===== src/rtl/bsd_pkg.sv =====
package bsd_pkg;
  localparam int STAT_W = 3;

  localparam logic [STAT_W-1:0] ST_INTA = 3'b000;
  localparam logic [STAT_W-1:0] ST_IORD = 3'b001;
  localparam logic [STAT_W-1:0] ST_IOWR = 3'b010;
  localparam logic [STAT_W-1:0] ST_HALT = 3'b011;
  localparam logic [STAT_W-1:0] ST_CODE = 3'b100;
  localparam logic [STAT_W-1:0] ST_MRD  = 3'b101;
  localparam logic [STAT_W-1:0] ST_MWR  = 3'b110;
  localparam logic [STAT_W-1:0] ST_PASS = 3'b111;

  typedef enum logic [2:0] {
    TS_IDLE, TS_T1, TS_T2, TS_T3, TS_TW, TS_T4
  } tstate_e;
endpackage


===== src/rtl/bsd_cycle_fsm.sv =====
module bsd_cycle_fsm
  import bsd_pkg::*;
(
  input  logic              clk_i,
  input  logic              rst_ni,
  input  logic [STAT_W-1:0] stat_i,
  input  logic              ready_i,
  output tstate_e           state_o,
  output logic [STAT_W-1:0] code_o,
  output logic              ale_o
);
  tstate_e           state_q, state_d;
  logic [STAT_W-1:0] code_q, code_d;
  logic              prev_pass_q;
  logic              start;

  // cycle begins only on a departure from passive, at a cycle boundary
  assign start = prev_pass_q && (stat_i != ST_PASS) &&
                 ((state_q == TS_IDLE) || (state_q == TS_T4));

  always_comb begin
    state_d = state_q;
    code_d  = code_q;
    unique case (state_q)
      TS_IDLE, TS_T4: begin
        if (start && (stat_i != ST_HALT)) begin
          state_d = TS_T1;
          code_d  = stat_i;
        end else begin
          state_d = TS_IDLE;
          code_d  = ST_PASS;
        end
      end
      TS_T1:        state_d = TS_T2;
      TS_T2:        state_d = TS_T3;
      TS_T3, TS_TW: state_d = ready_i ? TS_T4 : TS_TW;
      default:      state_d = TS_IDLE;
    endcase
  end

  always_ff @(posedge clk_i or negedge rst_ni) begin
    if (!rst_ni) begin
      state_q     <= TS_IDLE;
      code_q      <= ST_PASS;
      prev_pass_q <= 1'b1;
    end else begin
      state_q     <= state_d;
      code_q      <= code_d;
      prev_pass_q <= (stat_i == ST_PASS);
    end
  end

  assign state_o = state_q;
  assign code_o  = code_q;
  assign ale_o   = (state_q == TS_T1);


  ale_single_chk: assert property (@(posedge clk_i) disable iff (!rst_ni)
    ale_o |=> !ale_o);

  ale_after_active_chk: assert property (@(posedge clk_i) disable iff (!rst_ni)
    ale_o |-> ($past(stat_i) != ST_PASS));

  ale_not_halt_chk: assert property (@(posedge clk_i) disable iff (!rst_ni)
    ale_o |-> ($past(stat_i) != ST_HALT));
endmodule


===== src/rtl/bsd_cmd_gen.sv =====
module bsd_cmd_gen
  import bsd_pkg::*;
(
  input  logic              clk_i,
  input  logic              rst_ni,
  input  tstate_e           state_i,
  input  logic [STAT_W-1:0] code_i,
  input  logic              ale_i,
  output logic              mem_rd_no,
  output logic              mem_wr_no,
  output logic              io_rd_no,
  output logic              io_wr_no,
  output logic              inta_no,
  output logic              den_o,
  output logic              dt_tx_o,
  output logic              mem_cyc_o
);
  logic rw_win, ack_win, in_cycle;
  logic mrd, mwr, ird, iwr, ack;

  assign rw_win   = (state_i == TS_T2) || (state_i == TS_T3) || (state_i == TS_TW);
  assign ack_win  = rw_win || (state_i == TS_T4);
  assign in_cycle = (state_i != TS_IDLE);

  assign mrd = rw_win  && ((code_i == ST_CODE) || (code_i == ST_MRD));
  assign mwr = rw_win  && (code_i == ST_MWR);
  assign ird = rw_win  && (code_i == ST_IORD);
  assign iwr = rw_win  && (code_i == ST_IOWR);
  assign ack = ack_win && (code_i == ST_INTA);

  assign mem_rd_no = ~mrd;
  assign mem_wr_no = ~mwr;
  assign io_rd_no  = ~ird;
  assign io_wr_no  = ~iwr;
  assign inta_no   = ~ack;
  assign den_o     = mrd | mwr | ird | iwr | ack;
  assign dt_tx_o   = in_cycle && ((code_i == ST_IOWR) || (code_i == ST_MWR));
  assign mem_cyc_o = ack_win &&
                     ((code_i == ST_CODE) || (code_i == ST_MRD) || (code_i == ST_MWR));


  one_cmd_chk: assert property (@(posedge clk_i) disable iff (!rst_ni)
    $onehot0({~mem_rd_no, ~mem_wr_no, ~io_rd_no, ~io_wr_no, ~inta_no}));

  no_ale_overlap_chk: assert property (@(posedge clk_i) disable iff (!rst_ni)
    ale_i |-> (mem_rd_no && mem_wr_no && io_rd_no && io_wr_no));

  wr_dir_chk: assert property (@(posedge clk_i) disable iff (!rst_ni)
    (!mem_wr_no || !io_wr_no) |-> dt_tx_o);
endmodule


===== src/rtl/bsd_seg_dec.sv =====
module bsd_seg_dec #(
  parameter int SEG_N = 4,
  localparam int SEG_W = $clog2(SEG_N)
) (
  input  logic             clk_i,
  input  logic             rst_ni,
  input  logic             mem_cyc_i,
  input  logic [SEG_W-1:0] seg_i,
  output logic [SEG_N-1:0] seg_cs_o
);
  for (genvar g = 0; g < SEG_N; g++) begin : g_cs
    assign seg_cs_o[g] = mem_cyc_i && (seg_i == SEG_W'(g));
  end


  seg_onehot_chk: assert property (@(posedge clk_i) disable iff (!rst_ni)
    $onehot0(seg_cs_o));
endmodule


===== src/rtl/bus_status_decoder.sv =====
module bus_status_decoder
  import bsd_pkg::*;
#(
  parameter int SEG_N = 4,
  localparam int SEG_W = $clog2(SEG_N)
) (
  input  logic             clk_i,
  input  logic             rst_ni,
  input  logic [2:0]       stat_i,
  input  logic [SEG_W-1:0] seg_i,
  input  logic             ready_i,
  output logic             ale_o,
  output logic             mem_rd_no,
  output logic             mem_wr_no,
  output logic             io_rd_no,
  output logic             io_wr_no,
  output logic             inta_no,
  output logic             den_o,
  output logic             dt_tx_o,
  output logic [SEG_N-1:0] seg_cs_o
);
  tstate_e           state;
  logic [STAT_W-1:0] code;
  logic              mem_cyc;

  bsd_cycle_fsm u_fsm (
    .clk_i   (clk_i),
    .rst_ni  (rst_ni),
    .stat_i  (stat_i),
    .ready_i (ready_i),
    .state_o (state),
    .code_o  (code),
    .ale_o   (ale_o)
  );

  bsd_cmd_gen u_cmd (
    .clk_i     (clk_i),
    .rst_ni    (rst_ni),
    .state_i   (state),
    .code_i    (code),
    .ale_i     (ale_o),
    .mem_rd_no (mem_rd_no),
    .mem_wr_no (mem_wr_no),
    .io_rd_no  (io_rd_no),
    .io_wr_no  (io_wr_no),
    .inta_no   (inta_no),
    .den_o     (den_o),
    .dt_tx_o   (dt_tx_o),
    .mem_cyc_o (mem_cyc)
  );

  bsd_seg_dec #(.SEG_N(SEG_N)) u_seg (
    .clk_i     (clk_i),
    .rst_ni    (rst_ni),
    .mem_cyc_i (mem_cyc),
    .seg_i     (seg_i),
    .seg_cs_o  (seg_cs_o)
  );
endmodule


===== config.mk =====
export PLATFORM = sky130hd
export DESIGN_NAME = bus_status_decoder
export DESIGN_NICKNAME = d
export VERILOG_FILES = /design/src/rtl/bsd_pkg.sv /design/src/rtl/bsd_cycle_fsm.sv /design/src/rtl/bsd_cmd_gen.sv /design/src/rtl/bsd_seg_dec.sv /design/src/rtl/bus_status_decoder.sv
export SDC_FILE = /design/constraint.sdc
export NUM_CORES = 1
export LEC_CHECK = 0
export BUFFER_PORTS_ARGS = -buffer_cell sky130_fd_sc_hd__buf_2
export CORE_AREA = 2 2 39 41
export CTS_CLUSTER_SIZE = 16
export DETAILED_ROUTE_END_ITERATION = 6
export DIE_AREA = 0 0 41 43
export GPL_ROUTABILITY_DRIVEN = 1
export MAX_ROUTING_LAYER = met4
export PLACE_DENSITY = 0.69
export SETUP_SLACK_MARGIN = 0.5
export SLEW_MARGIN = 5
export SYNTH_ARGS = -nofsm -noshare
export SYNTH_HDL_FRONTEND = slang
export SYNTH_HIERARCHICAL = 1
export SYNTH_SLANG_ARGS = --single-unit

===== constraint.sdc =====
create_clock -name clk_i -period 3.7 [get_ports clk_i]
set_clock_uncertainty 0.05 [all_clocks]
set_input_delay 0.74 -clock clk_i [delete_from_list [all_inputs] [get_ports clk_i]]
set_output_delay 0.74 -clock clk_i [all_outputs]
set_load 0.005 [all_outputs]

==> metrics.md, run 1 <==
| Metric | Value |
|---|---|
| DRT iter0 DRCs | 4 |
| Mapped cell area | between 500 and 600 um2 |
| Antenna Nets Post-Route | 0 |
| Total core area | 0.00138 mm2 |
| Synth Area in Simple Gates | ~28% |
| DR vias/cell | 5.12 |
| Row count | 14 |
| Layout area overhead | 24.9% |
| Via count | 466 |
| Adder-Cell Fraction of Synth Area | 0% |
| Setup Fix Bufs, Post-CTS | 0 |
| Clk Latency, worst-skew pair | between 0.2 and 0.3 ns |
| Post-layout min period | 2.36 ns |
| Longest Clk Path Bufs | 2 |
| FF+latch area | between 150 and 200 um2 |
| Synth Area in Compound Gates | roughly a fifth |
| Overall global routing resource usage | between 10 and 15% |
| Setup TNS | 0 ns |
| Final period util | 63.8% |
| YS warnings | 6 |
| Most frequent cells in the layout | 19 x buf_2, 4 x dfstp_2 |
| PD cells | 628 mW/mm2 |
| Slew Viols, Final | 0 |
| Die W | 41 um |
| First-pass GRT wire length | 1610 um |
| Routed WL | 974 um |
| Fill cell count | 144 |
| Mux cell area share after synthesis | around 8.5% |
| Crit. End Element | output port |
| TritonCTS Buffers | 3 |
| WP data arrival | ~1.6 ns |
| CP required | between 2 and 3 ns |
| Initial antenna violation count | 0 |
| Die Area | 0.00176 mm2 |
| Clk root buf | clkbuf_4 |
| Sequential element share of the synthesized area | about a third |
| Crit Path Category | flip-flop to output port |
| Nets | between 80 and 90 |
| Netlist cell types | 31 |
| Share of cells above drive strength 1 | a little over two fifths |
| Post-detail-place hpwl | 746 um |
| # clock sinks | 7 |
| Critical-path maximum fanout | 14 |
| TritonRoute pass-1 iters | 2 |
| Least-Margin Pin Slew | 0.446 ns |
| Synth Area in XOR/XNOR | 5.07% |
| Tightest Hold Check Type | primary input to asynchronous set/reset pin |
| Number of global-route vias before repair | 410 |
| # DRC | 0 |
| Total Power | 406 uW |
| Syn Nets | 62 |
| Initial core utilization | 37.4% |
| Main combinational cell family by area after synthesis | simple AND/OR/NAND/NOR gates |
| Post-CTS Hold Fix Bufs | 0 |
| Antenna diode count | 0 |
| Most common cell after layout, fill and taps aside | buf_2 |
| Critical Path Start Type | flip-flop |
| CTS clock-pin slew for the worst setup and hold paths | 0.05 ns |
| Hold WS | 0.264 ns |
| Multi-input gate area | 314 um2 |
| RSZ-0062 raised after global routing | no |
| WL per Instance | 10.7 um |
| Fmax | 423 MHz |
| CTS tree | yes |
| Num ports | 20 |
| GP Congestion | a little under 0.7 |
| Cell count after synthesis | 54 |
| Remaining Overflow, GRT | 0 |
| Outcome | completed |
| Die H | 43 um |
| CTS H-tree depth | 1 |
| IO Port Bufs | 19 |
| Max-Cap Viols | 0 |
| #FFs+latches synth | 7 |
| Max IR drop VDD | between 0.2 and 0.3 mV |
| Syn Area/Cell | 9.59 um2 |
| Fin. Hold Viols | 0 |
| CTS resizes | 0 |
| # setup viols final | 0 |
| Largest net degree at the start of global routing | 15 |
| Relative slew slack | between 70 and 80% |
| Leakage power total | 0.304 nW |
[flip-flops by register name, indices dropped and copies added, names as in the netlist]
signal / count
u_fsm/code_o: 3
u_fsm/state_o: 3
u_fsm/prev_pass_q: 1
[Yosys cell counts]
library cell,n,area share [%]
nor3_1,1,0.97
nor2b_1,2,2.4
o311a_1,1,1.9
and3_2,1,1.4
xnor2_1,1,1.7
dfrtp_1,3,14
clkbuf_2,1,0.97
and3_1,2,2.4
nor3b_1,2,2.9
mux2_1,3,6.5
dfstp_2,4,20
inv_1,3,2.2
and3b_1,2,3.4
mux2i_1,1,1.9
or2b_1,1,1.4
nand2b_1,3,3.6
nor2_2,1,1.2
o21ai_1,2,1.9
buf_4,1,1.4
o2111ai_1,1,1.7
xor2_1,2,3.4
nor3b_2,2,4.8
o22ai_1,1,1.2
nor2_1,2,1.4
a2bb2oi_1,1,1.7
a21boi_0,1,1.4
a32o_2,1,2.2
nand2_1,3,2.2
o211ai_1,2,2.9
a21bo_2,1,1.9
o21ai_0,2,1.9
[logic make-up after synthesis]
kind of cell / Yosys count
AO/OA/AOI/OAI: 13
XOR/XNOR: 3
buffers and inverters: 5
flip-flops: 7
multiplexers: 4
AND/OR/NAND/NOR: 22
[critical path: stages (launching register included)]
cell     delay, ns
dfrtp_1       0.61
xor2_1        0.21
and3_1        0.21
nor3b_2       0.16
buf_2         0.13
[final timing paths]
check / slack [ns] / startpoint / to / depth (start not counted)
min in group clk_i: 0.53 / u_fsm/prev_pass_q / u_fsm/code_o[0] / 2
max in group asynchronous: 3.11 / rst_ni / u_fsm/code_o[2] / 1
max: 1.34 / u_fsm/state_o[1] / seg_cs_o[0] / 4
min: 0.26 / rst_ni / u_fsm/state_o[0] / 1
min reg2reg: 0.53 / u_fsm/prev_pass_q / u_fsm/code_o[0] / 2
max reg2reg: 2.34 / u_fsm/state_o[2] / u_fsm/code_o[1] / 3
[area by class of cell]
cell class,count,area share (%)
flip-flops and latches,7,27.9
repair buffers,19,14.7
inverters,3,1.74
clock buffers,4,4.06
well taps,16,3.09
multi-input cells,42,48.5
[report_power, final]
part / total, mW / internal, mW / leakage, nW / switching [mW]
Clock: 0.0689 / 0.0411 / 0.0150 / 0.0278
Combinational: 0.164 / 0.0938 / 0.209 / 0.0699
Sequential: 0.174 / 0.107 / 0.0802 / 0.0665
[per-stage QoR]
step	util, %	std cells	worst slack [ns]	cell area (um2)
finish	46.7	91	1.34	647
global route	46.7	91	1.16	647
CTS	46.7	91	1.32	647
detailed placement	44.8	87	1.60	621
global placement	44.8	87	1.65	621
floorplan	-	54	1.86	518
[metal layers]
metal	share of wire [%]	up-vias	GRT usage, %
met3	9.2	4	3.14
met2	41	21	19.1
met1	47	203	17.3
met5	0	-	-
li1	-	238	-
met4	2.7	0	12.0
(Power assumes the default switching activity.)
==> inputs of run 2 (changes only) <==
Clock period 3.7 ns to 2.2 ns, I/O delays scaled along.
==> run 2 against run 1 <==
Via count is 16% higher. Wire length is 37% higher. Critical path type unchanged. Register-to-register slack worse by 1.5 ns. Sequential share of layout area is 4.9 points lower. Setup slack worse by 0.99 ns.
==> metrics.md, run 2 (synthesized netlist as in run 1, its figures left out) <==
| Metric | Value |
|---|---|
| Outcome | completed (unchanged) |
| TritonCTS Buffers | 3 (unchanged) |
| Via count | 541 (was 466) |
| Remaining Overflow, GRT | 0 (unchanged) |
| CP required | 1.71 ns (was 2.91 ns) |
| Total core area | 0.00138 mm2 (unchanged) |
| Critical-path cell list | buf_4, a2bb2oi_1, a32o_2, buf_2 (was xor2_1, and3_1, nor3b_2, buf_2) |
| PD cells | 1110 mW/mm2 (was 628 mW/mm2) |
| RSZ-0062 raised after global routing | yes (was no) |
| Layout area overhead | 54.8% (was 24.9%) |
| Fmax | 540 MHz |
| Largest net degree at the start of global routing | 11 (was 15) |
| Clk Latency, worst-skew pair | 0.25 ns (about the same) |
| Crit Path Category | flip-flop to output port (unchanged) |
| Antenna Nets Post-Route | 0 (unchanged) |
| CTS H-tree depth | 1 (unchanged) |
| FF-to-FF Start | u_fsm/state_o[2] (unchanged) |
| Most common cell after layout, fill and taps aside | buf_2 (unchanged) |
| # DRC | 0 (unchanged) |
| Initial core utilization | 37.4% (unchanged) |
| Hold path depth | 2 |
| Routed WL | 1340 um (was 974 um) |
| Number of global-route vias before repair | 518 (was 410) |
| Share of cells above drive strength 1 | 60.2% (was 42.7%) |
| Die H | 43 um (unchanged) |
| Longest Clk Path Bufs | 2 (unchanged) |
| # clock sinks | 7 (unchanged) |
| Crit. End Element | output port (unchanged) |
| Critical Path Start Type | flip-flop (unchanged) |
| Worst reg2reg endpoint | u_fsm/code_o[1] (unchanged) |
| Critical-path maximum fanout | 7 (was 14) |
| Top delay family on crit path | flip-flops (unchanged) |
| TritonRoute pass-1 iters | 4 (was 2) |
| Max IR drop VDD | 0.653 mV (was 0.284 mV) |
| Post-detail-place hpwl | 746 um (unchanged) |
| First-pass GRT wire length | 2060 um (was 1610 um) |
| WP buf/inv | 2 (was 1) |
| WL per Instance | 12.8 um (was 10.7 um) |
| CTS tree | yes (unchanged) |
| GP Congestion | 0.690 (unchanged) |
| Row count | 14 (unchanged) |
| Overall global routing resource usage | 18.3% (was 14.2%) |
| Final period util | 84.1% |
| Num ports | 20 (unchanged) |
| Post-layout min period | 1.85 ns |
| Leakage power total | 0.368 nW (was 0.304 nW) |
| Hold Startpoint | stat_i[0] |
| Clk root buf | clkbuf_4 (unchanged) |
| DRT iter0 DRCs | 7 (was 4) |
| Relative slew slack | 78.4% (was 70.2%) |
| Reg2Reg Setup Slack | 0.83 ns (was 2.34 ns) |
| CTS clock-pin slew for the worst setup and hold paths | 0.05 ns (about the same) |
| Antenna diode count | 0 (unchanged) |
| Nets | 97 (was 84) |
| Hold WS | 0.386 ns (was 0.264 ns) |
| Fin. Hold Viols | 0 (unchanged) |
| Die Area | 0.00176 mm2 (unchanged) |
| Max-Cap Viols | 0 (unchanged) |
| DR vias/cell | 5.20 (was 5.12) |
| Setup TNS | 0 ns (unchanged) |
| Max incr delay on CP | 0.46 ns (was 0.61 ns) |
| Initial antenna violation count | 0 (unchanged) |
| WP data arrival | 1.36 ns (was 1.57 ns) |
| # setup viols final | 0 (unchanged) |
| Worst Reg-to-Reg Cells | 4 (was 3) |
| Max stage delay cell, worst path | dfrtp_2 (was dfrtp_1) |
| Endpoint, Worst Hold | u_fsm/prev_pass_q |
| Most frequent cells in the layout | 18 x buf_2, 11 x buf_4, 4 x dfstp_2 (was 19 x buf_2, 4 x dfstp_2) |
| Slew Viols, Final | 0 (unchanged) |
| IO Port Bufs | 19 (unchanged) |
| Tightest Hold Check Type | primary input to flip-flop (was primary input to asynchronous set/reset pin) |
| Least-Margin Pin Slew | 0.321 ns (was 0.446 ns) |
| Die W | 41 um (unchanged) |
## run 2: power breakdown
group | switching, mW | internal [mW] | total, mW
registers | 0.0849 | 0.187 | 0.272
clock network | 0.0462 | 0.0691 | 0.115
logic | 0.215 | 0.289 | 0.504
## run 2: cell type report
cell class | instances | area [um2]
Clock buffer | 4 | 26.3
Fill cell | 130 | 582
Inverter | 3 | 11.3
Multi-Input combinational cell | 42 | 355
Sequential cell | 7 | 184
Tap cell | 16 | 20.0
Timing Repair Buffer | 32 | 205
## run 2: per-layer routing
metal  track usage [%]  share of wire [%]  vias up
li1                  -                  -      264
met1              20.3                 39      243
met2              26.3                 50       28
met3              3.14                7.4        6
met4              16.7                3.1        0
met5                 -                  0        -
## run 2: how the worst max path moves through the flow
stage,startpoint,to,slack [ns],depth (start not counted)
finish,u_fsm/state_o[1],den_o,0.35,4
global route,u_fsm/state_o[2],seg_cs_o[0],0.26,4
CTS,u_fsm/state_o[1],seg_cs_o[0],0.30,4
detailed placement,u_fsm/state_o[1],seg_cs_o[0],0.40,4
global placement,u_fsm/state_o[1],seg_cs_o[3],0.45,4
floorplan,u_fsm/state_o[2],seg_cs_o[3],0.66,3
## run 2: metrics by stage
step / cell area [um2] / std cells / worst slack [ns] / power, mW / util, %
2_1_floorplan: 518 / 54 / 0.657 / 0.506 / -
3_3_place_gp: 621 / 87 / 0.451 / 0.559 / 44.8
3_5_place_dp: 621 / 87 / 0.397 / 0.572 / 44.8
4_1_cts: 762 / 103 / 0.304 / 0.821 / 55.1
5_1_grt: 802 / 104 / 0.263 / 0.960 / 58.0
6_report: 802 / 104 / 0.349 / 0.891 / 58.0
## run 2: what timing repair did
item,CTS,global route
endpoints found under the setup margin,11,12
pin swaps,3,5
gates resized for setup,7,6
hold buffers,1,0
hold endpoints to repair,3,0
buffers inserted,11,1
## run 2: worst register-to-register path, stage by stage (launching register included)
cell and delay [ns]:
dfrtp_2 0.44, buf_4 0.16, xor2_1 0.14, nor2_2 0.16
mux2_1 0.35
